<file path="src/rtl/sdram_seq_pkg.sv">
package sdram_seq_pkg;

    // {ras_n, cas_n, we_n}
    typedef enum logic [2:0] {
        CMD_MODE  = 3'b000,
        CMD_REFR  = 3'b001,
        CMD_PALL  = 3'b010,
        CMD_ACT   = 3'b011,
        CMD_WRT   = 3'b100,
        CMD_READ  = 3'b101,
        CMD_NOOP  = 3'b111
    } sd_cmd_e;

    typedef enum logic [1:0] {
        K_MODE    = 2'd0,
        K_REFRESH = 2'd1,
        K_READ    = 2'd2,
        K_WRITE   = 2'd3
    } req_kind_e;

    typedef enum logic [2:0] {
        S_IDLE,
        S_OPEN,
        S_PRE,
        S_ACT,
        S_COL,
        S_REF,
        S_MRS
    } seq_state_e;

    // spacing timer indices
    localparam int TI_MRD = 0;
    localparam int TI_RC  = 1;
    localparam int TI_RAS = 2;
    localparam int TI_RP  = 3;
    localparam int TI_RCD = 4;
    localparam int TI_CCD = 5;
    localparam int TI_CWL = 6;
    localparam int TI_RWD = 7;
    localparam int TI_WR  = 8;
    localparam int TI_N   = 9;

endpackage

</file>
<file path="src/rtl/sdram_gap_timer.sv">
module sdram_gap_timer #(
    parameter int GAP = 2
) (
    input  logic clk,
    input  logic rst_n,
    input  logic load,
    output logic busy
);
    localparam int W = (GAP > 2) ? $clog2(GAP) : 1;

    logic [W-1:0] cnt;

    always_ff @(posedge clk) begin
        if (!rst_n)
            cnt <= '0;
        else if (load)
            cnt <= W'(GAP - 1);
        else if (cnt != '0)
            cnt <= cnt - 1'b1;
    end

    assign busy = (cnt != '0);

    // a running gap counts down one per cycle until it expires
    p_count_down_r3: assert property (@(posedge clk) disable iff (!rst_n)
        (!load && busy) |=> (cnt == $past(cnt) - 1'b1));

endmodule

</file>
<file path="src/rtl/sdram_rd_capture.sv">
module sdram_rd_capture #(
    parameter int LAT = 3,
    parameter int DW  = 32
) (
    input  logic          clk,
    input  logic          rst_n,
    input  logic          rd_issue,
    input  logic [DW-1:0] dq_in,
    output logic          rd_valid,
    output logic [DW-1:0] rd_data
);
    logic [LAT-1:0] stage;

    generate
        if (LAT > 1) begin : g_shift
            always_ff @(posedge clk) begin
                if (!rst_n) stage <= '0;
                else        stage <= {stage[LAT-2:0], rd_issue};
            end
        end else begin : g_single
            always_ff @(posedge clk) begin
                if (!rst_n) stage <= '0;
                else        stage <= rd_issue;
            end
        end
    endgenerate

    always_ff @(posedge clk) begin
        if (!rst_n) begin
            rd_valid <= 1'b0;
            rd_data  <= '0;
        end else begin
            rd_valid <= stage[LAT-1];
            if (stage[LAT-1]) rd_data <= dq_in;
        end
    end

endmodule

</file>
<file path="src/rtl/sdram_cmd_seq.sv">
module sdram_cmd_seq
    import sdram_seq_pkg::*;
#(
    parameter int A_W     = 14,
    parameter int D_W     = 32,
    parameter int AP_BIT  = 10,
    parameter int T_MRD   = 2,
    parameter int T_RC    = 10,
    parameter int T_RAS   = 6,
    parameter int T_RP    = 3,
    parameter int T_RCD   = 3,
    parameter int T_CCD   = 2,
    parameter int T_CWL   = 2,
    parameter int T_RWD   = 5,
    parameter int T_WR    = 2,
    parameter int CAS_LAT = 3
) (
    input  logic           clk,
    input  logic           rst_n,
    input  logic           req_valid,
    input  logic [1:0]     req_kind,
    input  logic [A_W-1:0] req_row,
    input  logic [A_W-1:0] req_col,
    input  logic [D_W-1:0] req_wdata,
    output logic           req_ready,
    output logic           sd_ras_n,
    output logic           sd_cas_n,
    output logic           sd_we_n,
    output logic [A_W-1:0] sd_addr,
    output logic [D_W-1:0] sd_dq_out,
    output logic           sd_dq_oe,
    input  logic [D_W-1:0] sd_dq_in,
    output logic           rd_valid,
    output logic [D_W-1:0] rd_data
);
    localparam int GAPS [TI_N] = '{T_MRD, T_RC, T_RAS, T_RP, T_RCD,
                                   T_CCD, T_CWL, T_RWD, T_WR};

    seq_state_e     state, nxt;
    sd_cmd_e        issue, cmd_q;
    req_kind_e      pend_kind;
    logic [A_W-1:0] pend_row, pend_col, open_row;
    logic [D_W-1:0] pend_wdata;
    logic [TI_N-1:0] ld, busy;
    logic           accept, row_hit;
    logic           ok_act, ok_pall, ok_mode, ok_read, ok_wrt;

    // ---------------- spacing timers ----------------
    generate
        for (genvar i = 0; i < TI_N; i++) begin : g_tmr
            sdram_gap_timer #(.GAP(GAPS[i])) u_tmr (
                .clk  (clk),
                .rst_n(rst_n),
                .load (ld[i]),
                .busy (busy[i])
            );
        end
    endgenerate

    always_comb begin
        ld          = '0;
        ld[TI_MRD]  = (issue == CMD_MODE);
        ld[TI_RC]   = (issue == CMD_ACT) || (issue == CMD_REFR);
        ld[TI_RAS]  = (issue == CMD_ACT);
        ld[TI_RP]   = (issue == CMD_PALL);
        ld[TI_RCD]  = (issue == CMD_ACT);
        ld[TI_CCD]  = (issue == CMD_READ) || (issue == CMD_WRT);
        ld[TI_CWL]  = (issue == CMD_WRT);
        ld[TI_RWD]  = (issue == CMD_READ);
        ld[TI_WR]   = (issue == CMD_WRT);
    end

    assign ok_act  = !busy[TI_MRD] && !busy[TI_RC] && !busy[TI_RP];
    assign ok_pall = !busy[TI_RAS] && !busy[TI_WR];
    assign ok_mode = !busy[TI_RP];
    assign ok_read = !busy[TI_RCD] && !busy[TI_CCD] && !busy[TI_CWL];
    assign ok_wrt  = ok_read && !busy[TI_RWD];

    // ---------------- request side ----------------
    assign req_ready = (state == S_IDLE) || (state == S_OPEN);
    assign accept    = req_valid && req_ready;
    assign row_hit   = (req_row == open_row);

    // ---------------- next state and issue ----------------
    always_comb begin
        nxt   = state;
        issue = CMD_NOOP;
        unique case (state)
            S_IDLE: if (accept) begin
                unique case (req_kind_e'(req_kind))
                    K_MODE:    nxt = S_MRS;
                    K_REFRESH: nxt = S_REF;
                    default:   nxt = S_ACT;
                endcase
            end
            S_OPEN: if (accept) begin
                if (req_kind_e'(req_kind) == K_MODE || req_kind_e'(req_kind) == K_REFRESH
                    || !row_hit)
                    nxt = S_PRE;
                else
                    nxt = S_COL;
            end
            S_PRE: if (ok_pall) begin
                issue = CMD_PALL;
                unique case (pend_kind)
                    K_MODE:    nxt = S_MRS;
                    K_REFRESH: nxt = S_REF;
                    default:   nxt = S_ACT;
                endcase
            end
            S_ACT: if (ok_act) begin
                issue = CMD_ACT;
                nxt   = S_COL;
            end
            S_COL: begin
                if (pend_kind == K_WRITE && ok_wrt) begin
                    issue = CMD_WRT;
                    nxt   = S_OPEN;
                end else if (pend_kind == K_READ && ok_read) begin
                    issue = CMD_READ;
                    nxt   = S_OPEN;
                end
            end
            S_REF: if (ok_act) begin
                issue = CMD_REFR;
                nxt   = S_IDLE;
            end
            S_MRS: if (ok_mode) begin
                issue = CMD_MODE;
                nxt   = S_IDLE;
            end
            default: nxt = S_IDLE;
        endcase
    end

    // ---------------- state register ----------------
    always_ff @(posedge clk) begin
        if (!rst_n) state <= S_IDLE;
        else        state <= nxt;
    end

    // ---------------- request and row bookkeeping ----------------
    always_ff @(posedge clk) begin
        if (!rst_n) begin
            pend_kind  <= K_MODE;
            pend_row   <= '0;
            pend_col   <= '0;
            pend_wdata <= '0;
            open_row   <= '0;
        end else begin
            if (accept) begin
                pend_kind  <= req_kind_e'(req_kind);
                pend_row   <= req_row;
                pend_col   <= req_col;
                pend_wdata <= req_wdata;
            end
            if (issue == CMD_ACT) open_row <= pend_row;
        end
    end

    // ---------------- pin outputs ----------------
    always_ff @(posedge clk) begin
        if (!rst_n) begin
            cmd_q     <= CMD_NOOP;
            sd_addr   <= '0;
            sd_dq_out <= '0;
            sd_dq_oe  <= 1'b0;
        end else begin
            cmd_q    <= issue;
            sd_dq_oe <= (issue == CMD_WRT);
            if (issue == CMD_WRT) sd_dq_out <= pend_wdata;
            unique case (issue)
                CMD_ACT, CMD_MODE: sd_addr <= pend_row;
                CMD_READ, CMD_WRT: begin
                    sd_addr         <= pend_col;
                    sd_addr[AP_BIT] <= 1'b0;
                end
                CMD_PALL: begin
                    sd_addr         <= '0;
                    sd_addr[AP_BIT] <= 1'b1;
                end
                default: sd_addr <= '0;
            endcase
        end
    end

    assign {sd_ras_n, sd_cas_n, sd_we_n} = cmd_q;

    // ---------------- read capture ----------------
    sdram_rd_capture #(.LAT(CAS_LAT), .DW(D_W)) u_rdcap (
        .clk     (clk),
        .rst_n   (rst_n),
        .rd_issue(issue == CMD_READ),
        .dq_in   (sd_dq_in),
        .rd_valid(rd_valid),
        .rd_data (rd_data)
    );

    // ---------------- assertions ----------------
    p_pall_bit_r4: assert property (@(posedge clk) disable iff (!rst_n)
        (cmd_q == CMD_PALL) |-> sd_addr[AP_BIT]);

    p_col_no_autopre_r6: assert property (@(posedge clk) disable iff (!rst_n)
        (cmd_q == CMD_READ || cmd_q == CMD_WRT) |-> !sd_addr[AP_BIT]);

    p_accept_drops_ready_r11: assert property (@(posedge clk) disable iff (!rst_n)
        (req_valid && req_ready) |=> !req_ready);

    p_oe_with_write_r10: assert property (@(posedge clk) disable iff (!rst_n)
        sd_dq_oe |-> (cmd_q == CMD_WRT));

    generate
        if (T_RCD > 1) begin : g_rcd_chk
            p_no_col_after_act_r5: assert property (@(posedge clk) disable iff (!rst_n)
                (cmd_q == CMD_ACT) |=> !(cmd_q == CMD_READ || cmd_q == CMD_WRT));
        end
    endgenerate

endmodule

</file>
<file path="config.mk">
export PLATFORM = sky130hd
export DESIGN_NAME = sdram_cmd_seq
export DESIGN_NICKNAME = d
export VERILOG_FILES = /design/src/rtl/sdram_seq_pkg.sv /design/src/rtl/sdram_gap_timer.sv /design/src/rtl/sdram_rd_capture.sv /design/src/rtl/sdram_cmd_seq.sv
export SDC_FILE = /design/constraint.sdc
export NUM_CORES = 1
export LEC_CHECK = 0
export BUFFER_PORTS_ARGS = -buffer_cell sky130_fd_sc_hd__buf_2
export CAP_MARGIN = 20
export CORE_MARGIN = 2
export CORE_UTILIZATION = 55
export CTS_BUF_LIST = sky130_fd_sc_hd__clkbuf_8
export DETAILED_ROUTE_END_ITERATION = 8
export PLACE_DENSITY = 0.85
export SYNTH_ARGS = -nofsm -noshare
export SYNTH_HDL_FRONTEND = slang
export SYNTH_HIERARCHICAL = 1
export SYNTH_SLANG_ARGS = --single-unit
</file>
<file path="constraint.sdc">
create_clock -name clk -period 3.85 [get_ports clk]
set_input_delay 0.77 -clock clk [delete_from_list [all_inputs] [get_ports clk]]
set_output_delay 0.77 -clock clk [all_outputs]
set_load 0.05 [all_outputs]
</file>
Yosys cells after proc, flatten, opt, wreduce, memory -nomap -nowiden. Cells that the tools add are included.

Equal/unequal tests: 23. Multiplexer cells: 38. Reduce and logical (&&, ||, !) cells: 45. Add/sub/neg operators: 9. Bitwise operators: 1.

Operator list (count): 2-to-1 mux 3 bit (17); one-hot mux 14 bit (3 select lines) (1); one-hot mux 3 bit (7 select lines) (1); equality test 3 bit (second input constant) (5); one-hot mux 3 bit (5 select lines) (1); equality test 14 bit (1); nonzero test 2 bit (7); equality test 3 x 2 -> 1 bit (second input constant) (4); 2-to-1 mux 2 bit (6); != test 2 bit (second input constant) (6); one-hot mux 3 bit (2 select lines) (2); OR reduction 2 bit (6); logical NOT 1 bit (10); logical AND 1 bit (9); 2-to-1 mux 1 bit (8); 2-to-1 mux 4 bit (2); AND reduction 7 bit (1); equality test 3 x 1 -> 1 bit (second input constant) (2); logical NOT 3 bit (2); nonzero test 3 bit (2); subtractor 3 x 1 -> 3 bit (second input constant) (2); logical OR 1 bit (5); equality test 2 x 1 -> 1 bit (second input constant) (2); equality test 2 bit (second input constant) (2); other kinds (7) (12).

Bits in registers: 183. Output and inout port bits: 84.

Longest topological paths before layout.
Word-level depth: 11. Gate-level depth with buffers: 10. Mapped depth without buffers: 10.

Cells and area by module. Netlist, hierarchy kept.

Modules (own cells, without submodules): sdram_cmd_seq (cells each 608, instances 1, area an instance 4971.0 µm²); sdram_rd_capture (cells each 111, instances 1, area an instance 1348.8 µm²); sdram_gap_timer at g_tmr[1].u_tmr (cells each 23, instances 1, area an instance 207.7 µm²); sdram_gap_timer at g_tmr[2].u_tmr (cells each 19, instances 1, area an instance 173.9 µm²); sdram_gap_timer at g_tmr[7].u_tmr (cells each 18, instances 1, area an instance 167.7 µm²); sdram_gap_timer at g_tmr[3].u_tmr ... (cells each 6, instances 2, area an instance 70.1 µm²); sdram_gap_timer at g_tmr[0].u_tmr ... (cells each 2, instances 4, area an instance 26.3 µm²).

Least setup slack after synthesis. OpenSTA, ideal clock, no wires.

Path type: register to register. From: register g_tmr[1].u_tmr.cnt[0]. To: register sd_addr[11]. Required time: 3.735 ns. Buffers on the path: 3. Setup time: 0.115 ns. Path slack: 1.420 ns. Stages on the path, launching flop included: 11. Arrival time: 2.315 ns. Cell sequence: dfxtp_1 > inv_1 > ha_1 > or3b_1 > clkbuf_2 > or3_4 > buf_6 > o311a_4 > xnor2_2 > buf_6 > o21ai_2.

Longest elaborated chain between the ends: 9. Elaborated cells on any way between the ends: 15. Classes of those cells: eq/ne: 4; mux: 4; reduce/logical: 7.

RTL lines: start, declared (line sdram_gap_timer.sv:11) `logic [W-1:0] cnt;`; start signal, assigned (line sdram_gap_timer.sv:17) `cnt <= W'(GAP - 1);`; start signal, assigned (line sdram_gap_timer.sv:19) `cnt <= cnt - 1'b1;`; nonzero test 4 bit (*) (line sdram_gap_timer.sv:22) `assign busy = (cnt != '0);`; via busy[1] (line sdram_cmd_seq.sv:44) `logic [TI_N-1:0] ld, busy;`; logical NOT 1 bit (*) (line sdram_cmd_seq.sv:73) `assign ok_act = !busy[TI_MRD] && !busy[TI_RC] && !busy[TI_RP];`; logical AND 1 bit (*) (2 in a row) (line sdram_cmd_seq.sv:73); 2-to-1 mux 3 bit (on tied branches) (line sdram_cmd_seq.sv:124, sdram_cmd_seq.sv:111); one-hot mux 3 bit (5 select lines) (*) (line sdram_cmd_seq.sv:88) `unique case (state)`; equality test 3 bit (tied with other cells) (line sdram_cmd_seq.sv:172) `unique case (issue)`; OR reduction 2 bit (line sdram_cmd_seq.sv:172); one-hot mux 14 bit (3 select lines) (*) (line sdram_cmd_seq.sv:172); end signal, assigned (line sdram_cmd_seq.sv:173) `CMD_ACT, CMD_MODE: sd_addr <= pend_row;`; end signal, assigned (line sdram_cmd_seq.sv:175) `sd_addr <= pend_col;`; end, declared (line sdram_cmd_seq.sv:29) `output logic [A_W-1:0] sd_addr,`.

Mark *: on every way through the listed nets, which the timed path passes. The rest lies on a longest branch. A chain may end at the register's enable or synchronous reset.

Final worst setup path.
From: register g_tmr[1].u_tmr.cnt[0]. To: register sd_addr[13].

Same word-level chain as after synthesis.

==> flow_metrics.env <==
export IMPL_core_um2=12620
export IMPL_postSynthNetCount=904
export IMPL_largest_family_of_logic_cells_by_synthesized_area="simple AND/OR/NAND/NOR gates"
export IMPL_relSlewSlack=0.3700
export IMPL_leakage_nw=3.447
export IMPL_synthArstFlopShare=0
export IMPL_fin_crit_ns=2.516
export IMPL_worstRegToRegCells=8
export IMPL_yosys_warnings=6
export IMPL_timing_hold_worst_class="flip-flop to flip-flop"
export IMPL_post_route_period_util=0.6535
export IMPL_critPathKind="flip-flop to flip-flop"
export IMPL_report_final_setup_viol=0
export IMPL_tritoncts="yes"
export IMPL_nNetsFinal=1062
export IMPL_max_clock_freq_mhz=397.5
export IMPL_yosys_area_share_adder=0.01407
export IMPL_clock_sinks=182
export IMPL_std_cell_rows=41
export IMPL_cts_root_buffer_cell="clkbuf_8"
export IMPL_htree_num_levels=4
export IMPL_post_synthesis_xor_xnor_area_fraction=0.02568
export IMPL_synth_edf_count=0
export IMPL_synth_distinct_cells=51
export IMPL_max_clock_path_buffers=2
export IMPL_netlist_area_before_placement_um2=7114
export IMPL_worst_endpoint_required_ns=4.19
export IMPL_number_of_global_route_vias_before_repair=5262
export IMPL_timing_worst_slew_pin_value_ns=0.9451
export IMPL_die_w_um=117.7
export IMPL_final_antenna_diode_count=0
export IMPL_worst_setup_path_startpoint="g_tmr[1].u_tmr/cnt[0]$_SDFFE_PN0P_"
export IMPL_max_cap_violations=0
export IMPL_path_max_fanout=13
export IMPL_synthesis_instances=799
export IMPL_pwr_density_cell_nw_per_um2=546.2
export IMPL_postCtsSetupBuffers=0
export IMPL_grtUsageTotal=0.2166
export IMPL_area_growth_pct=18.04
export IMPL_postCtsHoldBufs=0
export IMPL_grt_busiest_layer="met2"
export IMPL_drt_pre_antenna_iters=5
export IMPL_setup_total_negative_slack_ns=0
export IMPL_first_iter_violations=392
export IMPL_dieHeight_um=117.7
export IMPL_antenna_found_initial=0
export IMPL_place_port_buffers=179
export IMPL_report_final_hold_viol_count=0
export IMPL_grt_pass1_wl_mm=24.70
export IMPL_initial_utilization=0.5638
export IMPL_setup_worst_path_end="sd_addr[13]$_SDFF_PN0_"
export IMPL_clkLatencyLatePin_ns=0.46
export IMPL_globalplace_congestion=0.7702
export IMPL_use_met3=0.07510
export IMPL_setup_repair_after_global_routing_missed_its_margin="false"
export IMPL_regToRegEndpoint="sd_addr[13]$_SDFF_PN0_"
export IMPL_post_cts_resize_count=0
export IMPL_hpwlAfterDp_mm=10.12
export IMPL_synth_compound_area_frac=0.1090
export IMPL_wl_per_cell_um=13.21
export IMPL_simple_gate_area_share_of_the_yosys_netlist=0.2165
export IMPL_grt_max_degree=67
export IMPL_grt_met2_usage=0.3441
export IMPL_detail_route_wirelength_mm=15.08
export IMPL_worst_ir_drop_vdd_v=0.0003175
export IMPL_post_synth_mux_area_share=0.07052
export IMPL_gr_overflow_total=0
export IMPL_ys_seq_elements=182
export IMPL_route_vias_total=5784
export IMPL_status="complete, no violations"
export IMPL_report_final_slew_viol_count=0
export IMPL_timing_critical_path_from_type="flip-flop"
export IMPL_crit_reg2reg_launch="g_tmr[1].u_tmr/cnt[0]$_SDFFE_PN0P_"
export IMPL_r2r_slack_ns=1.33
export IMPL_worst_setup_hold_path_clk_slew_ns=0.09
export IMPL_final_core_util=0.6655
export IMPL_cts_buffers_inserted=17
export IMPL_synth_seq_area_share=0.5121
export IMPL_ioPinCount=181
export IMPL_clock_tree_skew_after_final_layout_ns=0.01536
export IMPL_die_ar_um2=13860
export IMPL_cp_arrival_ns=2.86
export IMPL_syn_area_per_cell_um2=8.904
export IMPL_avgViaCountPerCell=5.065
export IMPL_remaining_drc_errors=0
export IMPL_critical_path_endpoint_type="flip-flop"
export IMPL_drive_above_1_share=0.2557
export IMPL_synth_flop_cell="dfxtp_1"
export IMPL_ant_nets=0
export IMPL_gr_layer_usage_met1=0.2746
placed cells by master, fill, tap and decap left out, types with 3 or more instances in the layout:
cell type,instances
nand2_1,211
inv_1,23
buf_4,9
nand2b_1,6
xnor2_1,15
nand3_1,15
nand4_1,3
buf_2,179
o21ai_0,6
xor2_1,4
a21oi_1,105
clkinv_2,4
and2_1,8
clkbuf_8,20
o21ai_2,10
dfxtp_1,181
nor2_1,23
nor2b_1,37
mux2i_1,49
nor3_1,6
ha_1,8
inv_6,4
Yosys cell counts (all sizes together) (3+ instances only):
library cell / number / area, um2
or3: 3 / 23.77
nor4: 3 / 18.77
nand3: 15 / 75.07
nor3: 9 / 66.32
nand4: 3 / 18.77
dfxtp: 182 / 3643
o21ai: 16 / 117.6
buf: 17 / 162.7
nor3b: 3 / 27.52
nand2: 212 / 795.8
nor2b: 37 / 231.5
xnor2: 16 / 147.7
xor2: 4 / 35.03
nor2: 23 / 86.33
inv: 22 / 82.58
clkbuf: 33 / 125.1
and2: 9 / 56.30
ha: 8 / 100.1
mux2i: 49 / 490.5
a21oi: 105 / 525.5
nand2b: 6 / 37.54
metrics by stage:
stage,hold slack [ns],total power [mW],cell area [um2],std cells,setup slack (ns)
finish,0.4349,4.587,8398,1142,1.334
global route,0.4496,4.871,8398,1142,1.170
CTS,0.4337,4.619,8371,1141,1.326
detailed placement,0.4137,3.480,8018,1109,1.331
global placement,0.4074,3.448,8018,1109,1.337
floorplan,0.4057,3.232,7114,799,1.420
power by group:
part	switching, mW	total (mW)	leakage (nW)	internal, mW
logic	0.759	1.20	1.77	0.438
clock network	0.652	1.15	0.194	0.497
registers	0.165	2.24	1.48	2.08
cells by family (layout without fill, tap and decap cells):
group                    count (synthesis)  count (layout)
XOR/XNOR                                20              20
buffers and inverters                   72             243
AO/OA/AOI/OAI                          134             134
multiplexers                            50              50
flip-flops                             182             182
AND/OR/NAND/NOR                        333             333
adder cells (fa/ha/maj)                  8               8
cell type report:
cell class,instances,area (um2)
Clock inverter,12,77.57
Timing Repair Buffer,189,991.0
Inverter,22,83.83
Sequential cell,182,3645
Fill cell,1079,4222
Tap cell,172,215.2
Multi-Input combinational cell,545,3110
Clock buffer,20,275.3
registers in the layout (all words and copies together) (netlist names):
register          flops
open_row             14
pend_row             14
state                 3
sd_dq_oe              1
sd_addr              14
u_rdcap/rd_valid      1
pend_wdata           32
u_rdcap/stage         3
cmd_q                 3
u_rdcap/rd_data      32
g_tmr.u_tmr/cnt      14
pend_kind             2
sd_dq_out            32
g_tmr.u_tmr/busy      4
pend_col             13
worst max-delay path, stage by stage (launching register included):
cell and delay, ns:
dfxtp_1 0.34, inv_1 0.08, ha_1 0.16, or3b_1 0.45
or3_4 0.46, o311a_4 0.39, xnor2_2 0.15, buf_4 0.25
o21ai_0 0.12
worst min-delay path by stage:
stage | cells after the start | end | start | slack [ns]
2_1_floorplan | 1 | u_rdcap/stage[1]$_SDFF_PN0_ | u_rdcap/stage[0]$_SDFF_PN0_ | 0.41
3_3_place_gp | 1 | u_rdcap/stage[1]$_SDFF_PN0_ | u_rdcap/stage[0]$_SDFF_PN0_ | 0.41
3_5_place_dp | 1 | u_rdcap/stage[1]$_SDFF_PN0_ | u_rdcap/stage[0]$_SDFF_PN0_ | 0.41
4_1_cts | 1 | u_rdcap/stage[1]$_SDFF_PN0_ | u_rdcap/stage[0]$_SDFF_PN0_ | 0.43
5_1_grt | 1 | u_rdcap/stage[2]$_SDFF_PN0_ | u_rdcap/stage[1]$_SDFF_PN0_ | 0.45
6_report | 1 | u_rdcap/stage[1]$_SDFF_PN0_ | u_rdcap/stage[0]$_SDFF_PN0_ | 0.43
layer usage:
metal	wire length (um)	up-vias
met5	0	-
met4	209	0
met3	1219	17
met2	7154	191
met1	6497	2638
li1	-	2938
Power figures use the tool's default switching activity.
